File: config.mk
export PLATFORM = sky130hd
export DESIGN_NAME = dual_stage_wdt
export DESIGN_NICKNAME = d
export VERILOG_FILES = /design/src/rtl/wdt_pkg.sv /design/src/rtl/wdt_rst_sync.sv /design/src/rtl/wdt_guard.sv /design/src/rtl/wdt_prescale.sv /design/src/rtl/wdt_countdown.sv /design/src/rtl/dual_stage_wdt.sv
export SDC_FILE = /design/constraint.sdc
export NUM_CORES = 1
export LEC_CHECK = 0
export BUFFER_PORTS_ARGS = -buffer_cell sky130_fd_sc_hd__buf_2
export CAP_MARGIN = 20
export CORE_ASPECT_RATIO = 1.2
export CORE_MARGIN = 3
export CORE_UTILIZATION = 30
export DETAILED_ROUTE_END_ITERATION = 16
export GPL_TIMING_DRIVEN = 0
export PLACE_DENSITY_LB_ADDON = 0.15
export SLEW_MARGIN = 20
export SYNTH_ARGS = -nofsm -noshare
export SYNTH_HDL_FRONTEND = slang
export SYNTH_SLANG_ARGS = --single-unit
File: constraint.sdc
create_clock -name clk -period 2.7 [get_ports clk]
set_clock_uncertainty 0.05 [all_clocks]
set_input_delay 0.135 -clock clk [delete_from_list [all_inputs] [get_ports clk]]
set_output_delay 0.135 -clock clk [all_outputs]
set_load 0.02 [all_outputs]
File: src/rtl/wdt_pkg.sv
package wdt_pkg;

  localparam logic [7:0] OFF_PRE1 = 8'h00;
  localparam logic [7:0] OFF_PRE2 = 8'h04;
  localparam logic [7:0] OFF_ISR  = 8'h08;
  localparam logic [7:0] OFF_RLD  = 8'h0C;
  localparam logic [7:0] OFF_CFG  = 8'h10;
  localparam logic [7:0] OFF_CTL  = 8'h14;

  localparam logic [15:0] KEY_FIRST  = 16'h0080;
  localparam logic [15:0] KEY_SECOND = 16'h0086;

  localparam int RLD_RESTART = 8;
  localparam int RLD_TMO     = 9;
  localparam int CTL_LOCK    = 0;
  localparam int CTL_EN      = 1;
  localparam int CTL_MODE    = 2;
  localparam int CFG_NOBOOT  = 5;
  localparam int CFG_FAST    = 2;

  localparam logic [1:0] ITYPE_NONE = 2'b11;

  typedef enum logic [1:0] {
    GUARD_SHUT  = 2'd0,
    GUARD_HALF  = 2'd1,
    GUARD_OPEN  = 2'd2
  } guard_e;

  typedef struct packed {
    logic       noboot;
    logic       fast;
    logic [1:0] itype;
  } cfg_t;

  typedef struct packed {
    logic freerun;
    logic en;
    logic lock;
  } ctl_t;

endpackage

File: src/rtl/wdt_rst_sync.sv
module wdt_rst_sync (
  input  logic clk,
  input  logic arst_n,
  output logic srst_n
);
  logic [1:0] sync_q;

  always_ff @(posedge clk or negedge arst_n) begin
    if (!arst_n) sync_q <= 2'b00;
    else         sync_q <= {sync_q[0], 1'b1};
  end

  assign srst_n = sync_q[1];
endmodule

File: src/rtl/wdt_guard.sv
module wdt_guard
  import wdt_pkg::*;
#(
  parameter int ADDR_W = 5
) (
  input  logic              clk,
  input  logic              rst_n,
  input  logic              wr,
  input  logic [ADDR_W-1:0] addr,
  input  logic              be0,
  input  logic [15:0]       wdata,
  output logic              accept
);
  localparam logic [ADDR_W-1:0] A_PRE1 = OFF_PRE1[ADDR_W-1:0];
  localparam logic [ADDR_W-1:0] A_PRE2 = OFF_PRE2[ADDR_W-1:0];
  localparam logic [ADDR_W-1:0] A_RLD  = OFF_RLD[ADDR_W-1:0];

  guard_e st_q, st_d;
  logic   key1, key2, guarded;

  always_comb begin
    key1    = wr && (addr == A_RLD) && be0 && (wdata == KEY_FIRST);
    key2    = wr && (addr == A_RLD) && be0 && (wdata == KEY_SECOND);
    guarded = wr && ((addr == A_PRE1) || (addr == A_PRE2) || (addr == A_RLD));
    accept  = 1'b0;
    st_d    = st_q;
    unique case (st_q)
      GUARD_SHUT: if (key1) st_d = GUARD_HALF;
      GUARD_HALF: if (wr) begin
        if (key2)      st_d = GUARD_OPEN;
        else if (key1) st_d = GUARD_HALF;
        else           st_d = GUARD_SHUT;
      end
      GUARD_OPEN: if (guarded) begin
        accept = 1'b1;
        st_d   = key1 ? GUARD_HALF : GUARD_SHUT;
      end
      default: st_d = GUARD_SHUT;
    endcase
  end

  always_ff @(posedge clk or negedge rst_n) begin
    if (!rst_n) st_q <= GUARD_SHUT;
    else        st_q <= st_d;
  end
endmodule

File: src/rtl/wdt_prescale.sv
module wdt_prescale #(
  parameter int SLOW_SH = 15,
  parameter int FAST_SH = 5
) (
  input  logic clk,
  input  logic rst_n,
  input  logic run,
  input  logic clear,
  input  logic fast,
  output logic tick
);
  localparam int PW = SLOW_SH;
  localparam logic [PW-1:0] SLOW_MASK = {PW{1'b1}};
  localparam logic [PW-1:0] FAST_MASK = {{(PW-FAST_SH){1'b0}}, {FAST_SH{1'b1}}};

  logic [PW-1:0] psc_q, psc_d, mask;
  logic          psc_ld;

  always_comb begin
    mask   = fast ? FAST_MASK : SLOW_MASK;
    tick   = run && !clear && ((psc_q & mask) == mask);
    psc_d  = (clear || !run) ? '0 : psc_q + 1'b1;
    psc_ld = run || clear || (psc_q != '0);
  end

  always_ff @(posedge clk or negedge rst_n) begin
    if (!rst_n)      psc_q <= '0;
    else if (psc_ld) psc_q <= psc_d;
  end
endmodule

File: src/rtl/wdt_countdown.sv
module wdt_countdown #(
  parameter int PW = 20
) (
  input  logic          clk,
  input  logic          rst_n,
  input  logic          restart,
  input  logic          tick,
  input  logic          freerun,
  input  logic [PW-1:0] pre1,
  input  logic [PW-1:0] pre2,
  output logic          stage1_evt,
  output logic          timeout_evt,
  output logic          expired
);
  logic          second_q, second_d;
  logic          done_q, done_d;
  logic [PW-1:0] cnt_q, cnt_d;
  logic          ld;

  always_comb begin
    second_d    = second_q;
    done_d      = done_q;
    cnt_d       = cnt_q;
    ld          = 1'b0;
    stage1_evt  = 1'b0;
    timeout_evt = 1'b0;
    if (restart) begin
      ld       = 1'b1;
      second_d = 1'b0;
      done_d   = 1'b0;
      cnt_d    = pre1;
    end else if (tick && !done_q) begin
      ld = 1'b1;
      if (cnt_q <= PW'(1)) begin
        if (!second_q) begin
          stage1_evt = 1'b1;
          if (freerun) cnt_d = pre1;
          else begin
            second_d = 1'b1;
            cnt_d    = pre2;
          end
        end else begin
          timeout_evt = 1'b1;
          done_d      = 1'b1;
        end
      end else begin
        cnt_d = cnt_q - 1'b1;
      end
    end
  end

  always_ff @(posedge clk or negedge rst_n) begin
    if (!rst_n) begin
      second_q <= 1'b0;
      done_q   <= 1'b0;
      cnt_q    <= '0;
    end else if (ld) begin
      second_q <= second_d;
      done_q   <= done_d;
      cnt_q    <= cnt_d;
    end
  end

  assign expired = done_q;
endmodule

File: src/rtl/dual_stage_wdt.sv
module dual_stage_wdt
  import wdt_pkg::*;
#(
  parameter int ADDR_W  = 5,
  parameter int PRE_W   = 20,
  parameter int SLOW_SH = 15,
  parameter int FAST_SH = 5,
  parameter int RST_CYC = 8,
  parameter logic [PRE_W-1:0] PRE_INIT = PRE_W'(15360)
) (
  input  logic              clk,
  input  logic              por_n,
  input  logic              sys_rst_n,
  input  logic [ADDR_W-1:0] bus_addr,
  input  logic              bus_wr,
  input  logic [3:0]        bus_be,
  input  logic [31:0]       bus_wdata,
  output logic [31:0]       bus_rdata,
  output logic              irq_o,
  output logic              wdt_rst_o
);
  localparam int RC_W = $clog2(RST_CYC + 1);
  localparam logic [ADDR_W-1:0] A_PRE1 = OFF_PRE1[ADDR_W-1:0];
  localparam logic [ADDR_W-1:0] A_PRE2 = OFF_PRE2[ADDR_W-1:0];
  localparam logic [ADDR_W-1:0] A_ISR  = OFF_ISR[ADDR_W-1:0];
  localparam logic [ADDR_W-1:0] A_RLD  = OFF_RLD[ADDR_W-1:0];
  localparam logic [ADDR_W-1:0] A_CFG  = OFF_CFG[ADDR_W-1:0];
  localparam logic [ADDR_W-1:0] A_CTL  = OFF_CTL[ADDR_W-1:0];

  function automatic logic [PRE_W-1:0] lane_merge(logic [PRE_W-1:0] old,
                                                  logic [31:0] d, logic [3:0] be);
    logic [31:0] w;
    w = 32'(old);
    for (int b = 0; b < 4; b++) if (be[b]) w[8*b +: 8] = d[8*b +: 8];
    return w[PRE_W-1:0];
  endfunction

  logic core_arst_n, core_rst_n, por_rst_n;
  assign core_arst_n = por_n & sys_rst_n;

  wdt_rst_sync u_core_sync (.clk(clk), .arst_n(core_arst_n), .srst_n(core_rst_n));
  wdt_rst_sync u_por_sync  (.clk(clk), .arst_n(por_n),       .srst_n(por_rst_n));

  logic prot_wr;
  wdt_guard #(.ADDR_W(ADDR_W)) u_guard (
    .clk(clk), .rst_n(core_rst_n), .wr(bus_wr), .addr(bus_addr),
    .be0(bus_be[0]), .wdata(bus_wdata[15:0]), .accept(prot_wr)
  );

  logic [PRE_W-1:0] pre1_q, pre1_d, pre2_q, pre2_d;
  logic             pre1_ld, pre2_ld;
  ctl_t             ctl_q, ctl_d;
  cfg_t             cfg_q, cfg_d;
  logic             ctl_wr, cfg_wr;
  logic             isr_q, isr_d, isr_set, isr_clr;
  logic             tmo_q, tmo_d, tmo_clr;
  logic             pulse_q, pulse_d;
  logic [RC_W-1:0]  pcnt_q, pcnt_d;
  logic             rld_wr, restart, en_rise;
  logic             tick, run, stage1_evt, timeout_evt, expired;

  always_comb begin
    pre1_ld = prot_wr && (bus_addr == A_PRE1);
    pre2_ld = prot_wr && (bus_addr == A_PRE2);
    pre1_d  = lane_merge(pre1_q, bus_wdata, bus_be);
    pre2_d  = lane_merge(pre2_q, bus_wdata, bus_be);
    rld_wr  = prot_wr && (bus_addr == A_RLD) && bus_be[1];
    tmo_clr = rld_wr && bus_wdata[RLD_TMO];

    ctl_wr = bus_wr && (bus_addr == A_CTL) && bus_be[0];
    ctl_d  = ctl_q;
    if (ctl_wr) begin
      ctl_d.lock = ctl_q.lock | bus_wdata[CTL_LOCK];
      if (ctl_q.lock) ctl_d.en = ctl_q.en | bus_wdata[CTL_EN];
      else begin
        ctl_d.en      = bus_wdata[CTL_EN];
        ctl_d.freerun = bus_wdata[CTL_MODE];
      end
    end
    en_rise = ctl_wr && !ctl_q.en && ctl_d.en;
    restart = (rld_wr && bus_wdata[RLD_RESTART]) || en_rise;
    run     = ctl_q.en && !expired;

    cfg_wr = bus_wr && (bus_addr == A_CFG) && bus_be[0] && !ctl_q.lock;
    cfg_d  = '{noboot: bus_wdata[CFG_NOBOOT], fast: bus_wdata[CFG_FAST],
               itype: bus_wdata[1:0]};

    isr_set = stage1_evt && (cfg_q.itype != ITYPE_NONE);
    isr_clr = bus_wr && (bus_addr == A_ISR) && bus_be[0] && bus_wdata[0];
    isr_d   = isr_set || (isr_q && !isr_clr);
    tmo_d   = timeout_evt || (tmo_q && !tmo_clr);

    pulse_d = pulse_q;
    pcnt_d  = pcnt_q;
    if (timeout_evt && !cfg_q.noboot) begin
      pulse_d = 1'b1;
      pcnt_d  = RC_W'(RST_CYC - 1);
    end else if (pcnt_q != '0) begin
      pcnt_d = pcnt_q - 1'b1;
    end else begin
      pulse_d = 1'b0;
    end
  end

  wdt_prescale #(.SLOW_SH(SLOW_SH), .FAST_SH(FAST_SH)) u_psc (
    .clk(clk), .rst_n(core_rst_n), .run(run), .clear(restart),
    .fast(cfg_q.fast), .tick(tick)
  );

  wdt_countdown #(.PW(PRE_W)) u_cnt (
    .clk(clk), .rst_n(core_rst_n), .restart(restart), .tick(tick),
    .freerun(ctl_q.freerun), .pre1(pre1_q), .pre2(pre2_q),
    .stage1_evt(stage1_evt), .timeout_evt(timeout_evt), .expired(expired)
  );

  always_ff @(posedge clk or negedge core_rst_n) begin
    if (!core_rst_n) begin
      pre1_q  <= PRE_INIT;
      pre2_q  <= PRE_INIT;
      ctl_q   <= '0;
      cfg_q   <= '0;
      isr_q   <= 1'b0;
      pulse_q <= 1'b0;
      pcnt_q  <= '0;
    end else begin
      if (pre1_ld) pre1_q <= pre1_d;
      if (pre2_ld) pre2_q <= pre2_d;
      if (ctl_wr)  ctl_q  <= ctl_d;
      if (cfg_wr)  cfg_q  <= cfg_d;
      isr_q   <= isr_d;
      pulse_q <= pulse_d;
      pcnt_q  <= pcnt_d;
    end
  end

  always_ff @(posedge clk or negedge por_rst_n) begin
    if (!por_rst_n) tmo_q <= 1'b0;
    else            tmo_q <= tmo_d;
  end

  always_comb begin
    bus_rdata = '0;
    unique case (bus_addr)
      A_PRE1: bus_rdata = 32'(pre1_q);
      A_PRE2: bus_rdata = 32'(pre2_q);
      A_ISR:  bus_rdata[0] = isr_q;
      A_RLD:  bus_rdata[RLD_TMO] = tmo_q;
      A_CFG: begin
        bus_rdata[CFG_NOBOOT] = cfg_q.noboot;
        bus_rdata[CFG_FAST]   = cfg_q.fast;
        bus_rdata[1:0]        = cfg_q.itype;
      end
      A_CTL: begin
        bus_rdata[CTL_LOCK] = ctl_q.lock;
        bus_rdata[CTL_EN]   = ctl_q.en;
        bus_rdata[CTL_MODE] = ctl_q.freerun;
      end
      default: bus_rdata = '0;
    endcase
  end

  assign irq_o     = isr_q;
  assign wdt_rst_o = pulse_q;
endmodule

==> flow_metrics.env <==
export IMPL_nFillCells=1830
export IMPL_pre_cts_ws_ns=-0.782
export IMPL_mostFrequentLayoutCells="dfrtp_1, nor2_1, buf_2"
export IMPL_leakagePower_nw=3.11
export IMPL_outcome="finished, final reports clean"
export IMPL_hpwlAfterDp_um=11900
export IMPL_io_pins=79
export IMPL_arrival_ns=2.88
export IMPL_tightest_slew_ns=0.901
export IMPL_required_ns=2.90
export IMPL_syn_area_per_cell_um2=9.95
export IMPL_r2r_slack_ns=0.01
export IMPL_layout_drive_gt1_share_pct=27.9
export IMPL_slew_violations=0
export IMPL_cts_tree="done"
export IMPL_r2r_cells=6
export IMPL_drc=0
export IMPL_rsz0062_at_grt="true"
export IMPL_clockRootBuffer="clkbuf_16"
export IMPL_finalCriticalPeriod_ns=2.69
export IMPL_die_w_um=130
export IMPL_synth_top_cell_by_area="dfrtp_1"
export IMPL_p_per_area_nw_per_um2=531
export IMPL_synth_area_leaders="dfrtp_1, mux2_2, mux2i_1, nor2_1, dfstp_2"
export IMPL_die_y_um=154
export IMPL_min_path_cells=2
export IMPL_rows=53
export IMPL_power_mw=3.57
export IMPL_vias=4525
export IMPL_cts_htree_levels=3
export IMPL_synth_edf_count=0
export IMPL_place_port_buffers=51
export IMPL_synth_top_flop_cell="dfrtp_1"
export IMPL_yosysUniqueCellTypes=56
export IMPL_multi_input_area_um2=2970
export IMPL_path_class="reg -> reg"
export IMPL_clk_latency_ns=0.36
export IMPL_ant_nets=0
export IMPL_first_pass_iters=4
export IMPL_tns_ns=0
export IMPL_final_area_um2=6730
export IMPL_antenna_found_initial=0
export IMPL_overflow=0
export IMPL_hold_viol=0
export IMPL_cts_buffer_depth=2
export IMPL_vias_per_cell=5.17
export IMPL_postPlaceCellArea_um2=6120
export IMPL_critPathMaxFanout=5
export IMPL_drv_cap=0
export IMPL_ys_seq_area_share_pct=44.3
export IMPL_slew_headroom_pct=39.9
export IMPL_finalSetupViolCount=0
export IMPL_synth_top_area_share_pct=40.5
export IMPL_hold_path_class="in -> reg"
export IMPL_drt_iter0_drc=167
export IMPL_fmaxAchievable_mhz=372
export IMPL_drt_total_wl_um=16100
export IMPL_fin_crit_sh_pct=99.5
export IMPL_final_nets=700
export IMPL_syn_inst=553
export IMPL_wl_per_cell_um=18.4
export IMPL_async_flop_share_pct=100
export IMPL_layout_area_seq_um2=2440
export IMPL_setup_slack_ns=0.0148
export IMPL_gp_congestion=0.978
export IMPL_diodes=0
export IMPL_final_common_cell="dfrtp_1"
export IMPL_endpoint_kind="flop"
export IMPL_final_cell_count_no_fill=875
export IMPL_grt_usage_pct=16.5
export IMPL_start_util_pct=31.0
export IMPL_dp_cells=837
export IMPL_areaGrowthSynthToFinish_pct=22.3
export IMPL_core_um2=17800
export IMPL_die_area_um2=20000
export IMPL_clkTransAtPathRegs_ns=0.07
export IMPL_cp_start_kind="flop"
export IMPL_grt_pass1_wl_um=25700
export IMPL_cts_buffers=9
export IMPL_grt_max_degree=56
export IMPL_netlist_area_um2=5500
export IMPL_yosys_register_bits=97
export IMPL_grt_pass1_vias=4699
export IMPL_yosys_warnings=0
export IMPL_clock_sinks=97
export IMPL_peakVddDrop_v=0.000278
registers in the layout, summed over array words and instances (netlist names):
register / count
u_cnt.second_q: 1
pre1_q: 20
pre2_q: 20
cfg_q: 4
pcnt_q: 4
u_guard.st_q: 2
wdt_rst_o: 1
ctl_q: 3
u_cnt.cnt_q: 20
u_cnt.expired: 1
u_por_sync.sync_q: 2
u_psc.psc_q: 15
irq_o: 1
u_core_sync.sync_q: 2
tmo_q: 1
Yosys cell counts (2+ instances only):
master     number
a21oi_1        14
or2_2           2
buf_2           3
and4_1          2
nor2b_1         3
buf_4          13
mux2i_1        30
a31oi_1         7
nor3_1         14
a22oi_1         4
nand2_1        39
o22ai_1         2
nor4_2          4
ha_1            5
o2bb2ai_1       2
or3_1           4
conb_1          2
nand4_1         9
o21ai_0        22
nand3_2         4
and2_1          3
a22o_1         17
nand2b_1        7
xnor2_1        15
xor2_1         12
nor2_1         61
inv_1          12
or4_1           2
mux2_2         45
o211ai_1        6
o21a_1          2
nor4b_1         2
or4_4           2
a21o_1          3
nor3b_1         4
o31ai_1         2
nand3_1        21
a221o_1         3
dfrtp_1        89
a211o_1         5
clkbuf_1       19
nand3b_1        2
o21ai_1         6
dfstp_2         8
nor4_1          9
through the flow:
step                      hold slack [ns]  utilization, %
after floorplan                    -0.211               -
after global placement             -0.124            34.2
after detailed placement           -0.124            34.4
after CTS                         0.00445            37.3
after global routing               0.0176            37.9
final                              0.0174            37.9
report_power, final:
group	switching [mW]	leakage, nW	internal (mW)
clock	0.587	0.137	0.716
combinational	0.348	1.68	0.295
sequential	0.101	1.29	1.53
total	1.04	3.11	2.54
final cells by class:
| cell class | count | share of cell area (%) |
|---|---|---|
| Clock inverter | 7 | 1.06 |
| Clock buffer | 9 | 3.34 |
| Tap cell | 220 | 4.09 |
| Timing Repair Buffer | 74 | 7.15 |
| Multi-Input combinational cell | 420 | 44.1 |
| Inverter | 12 | 0.669 |
| Buffer | 36 | 3.25 |
| Sequential cell | 97 | 36.3 |
layer usage:
metal / track usage [%] / vias to the layer above / share of wire [%]
met5: 0 / - / 0
met2: 28.8 / 75 / 51
li1: - / 2171 / -
met4: 5.79 / 0 / 2.0
met3: 2.90 / 19 / 3.1
met1: 20.3 / 2260 / 44
logic make-up after synthesis:
family,synth area share (%)
AO/OA/AOI/OAI,12.1
XOR/XNOR,4.30
adder cells (fa/ha/maj),1.14
buffers and inverters,4.36
flip-flops,44.3
multiplexers,14.7
other,0.136
AND/OR/NAND/NOR,19.0
final timing paths:
path                                             endpoint                       startpoint
setup / recovery                    pcnt_q[3]$_DFFE_PN0P_       u_cnt.cnt_q[9]$_DFFE_PN0P_
hold / removal                      pre2_q[4]$_DFFE_PN0P_                     bus_wdata[4]
setup reg to reg                    pcnt_q[3]$_DFFE_PN0P_       u_cnt.cnt_q[9]$_DFFE_PN0P_
hold reg to reg                           irq_o$_DFF_PN0_  u_core_sync.sync_q[1]$_DFF_PN0_
max in group asynchronous          pre2_q[13]$_DFFE_PN1P_  u_core_sync.sync_q[1]$_DFF_PN0_
min in group asynchronous  u_por_sync.sync_q[1]$_DFF_PN0_                            por_n
critical path: stages, from the launching register on:
cell and delay, ns:
dfrtp_2 0.43, or4_4 0.58, or3_4 0.37, nor4_4 0.41, nand3_2 0.17, or3_4 0.41
and2_4 0.15
timing repair:
item                                    in CTS  in global routing
setup buffers                                1                  7
hold endpoints to repair                    23                  0
gates resized for setup                     17                 20
endpoints found under the setup margin      44                 26
hold buffers                                13                  0
pin swaps                                    2                  6
cloned                                       0                  1
Note: power is estimated with default switching activity, not from simulation.
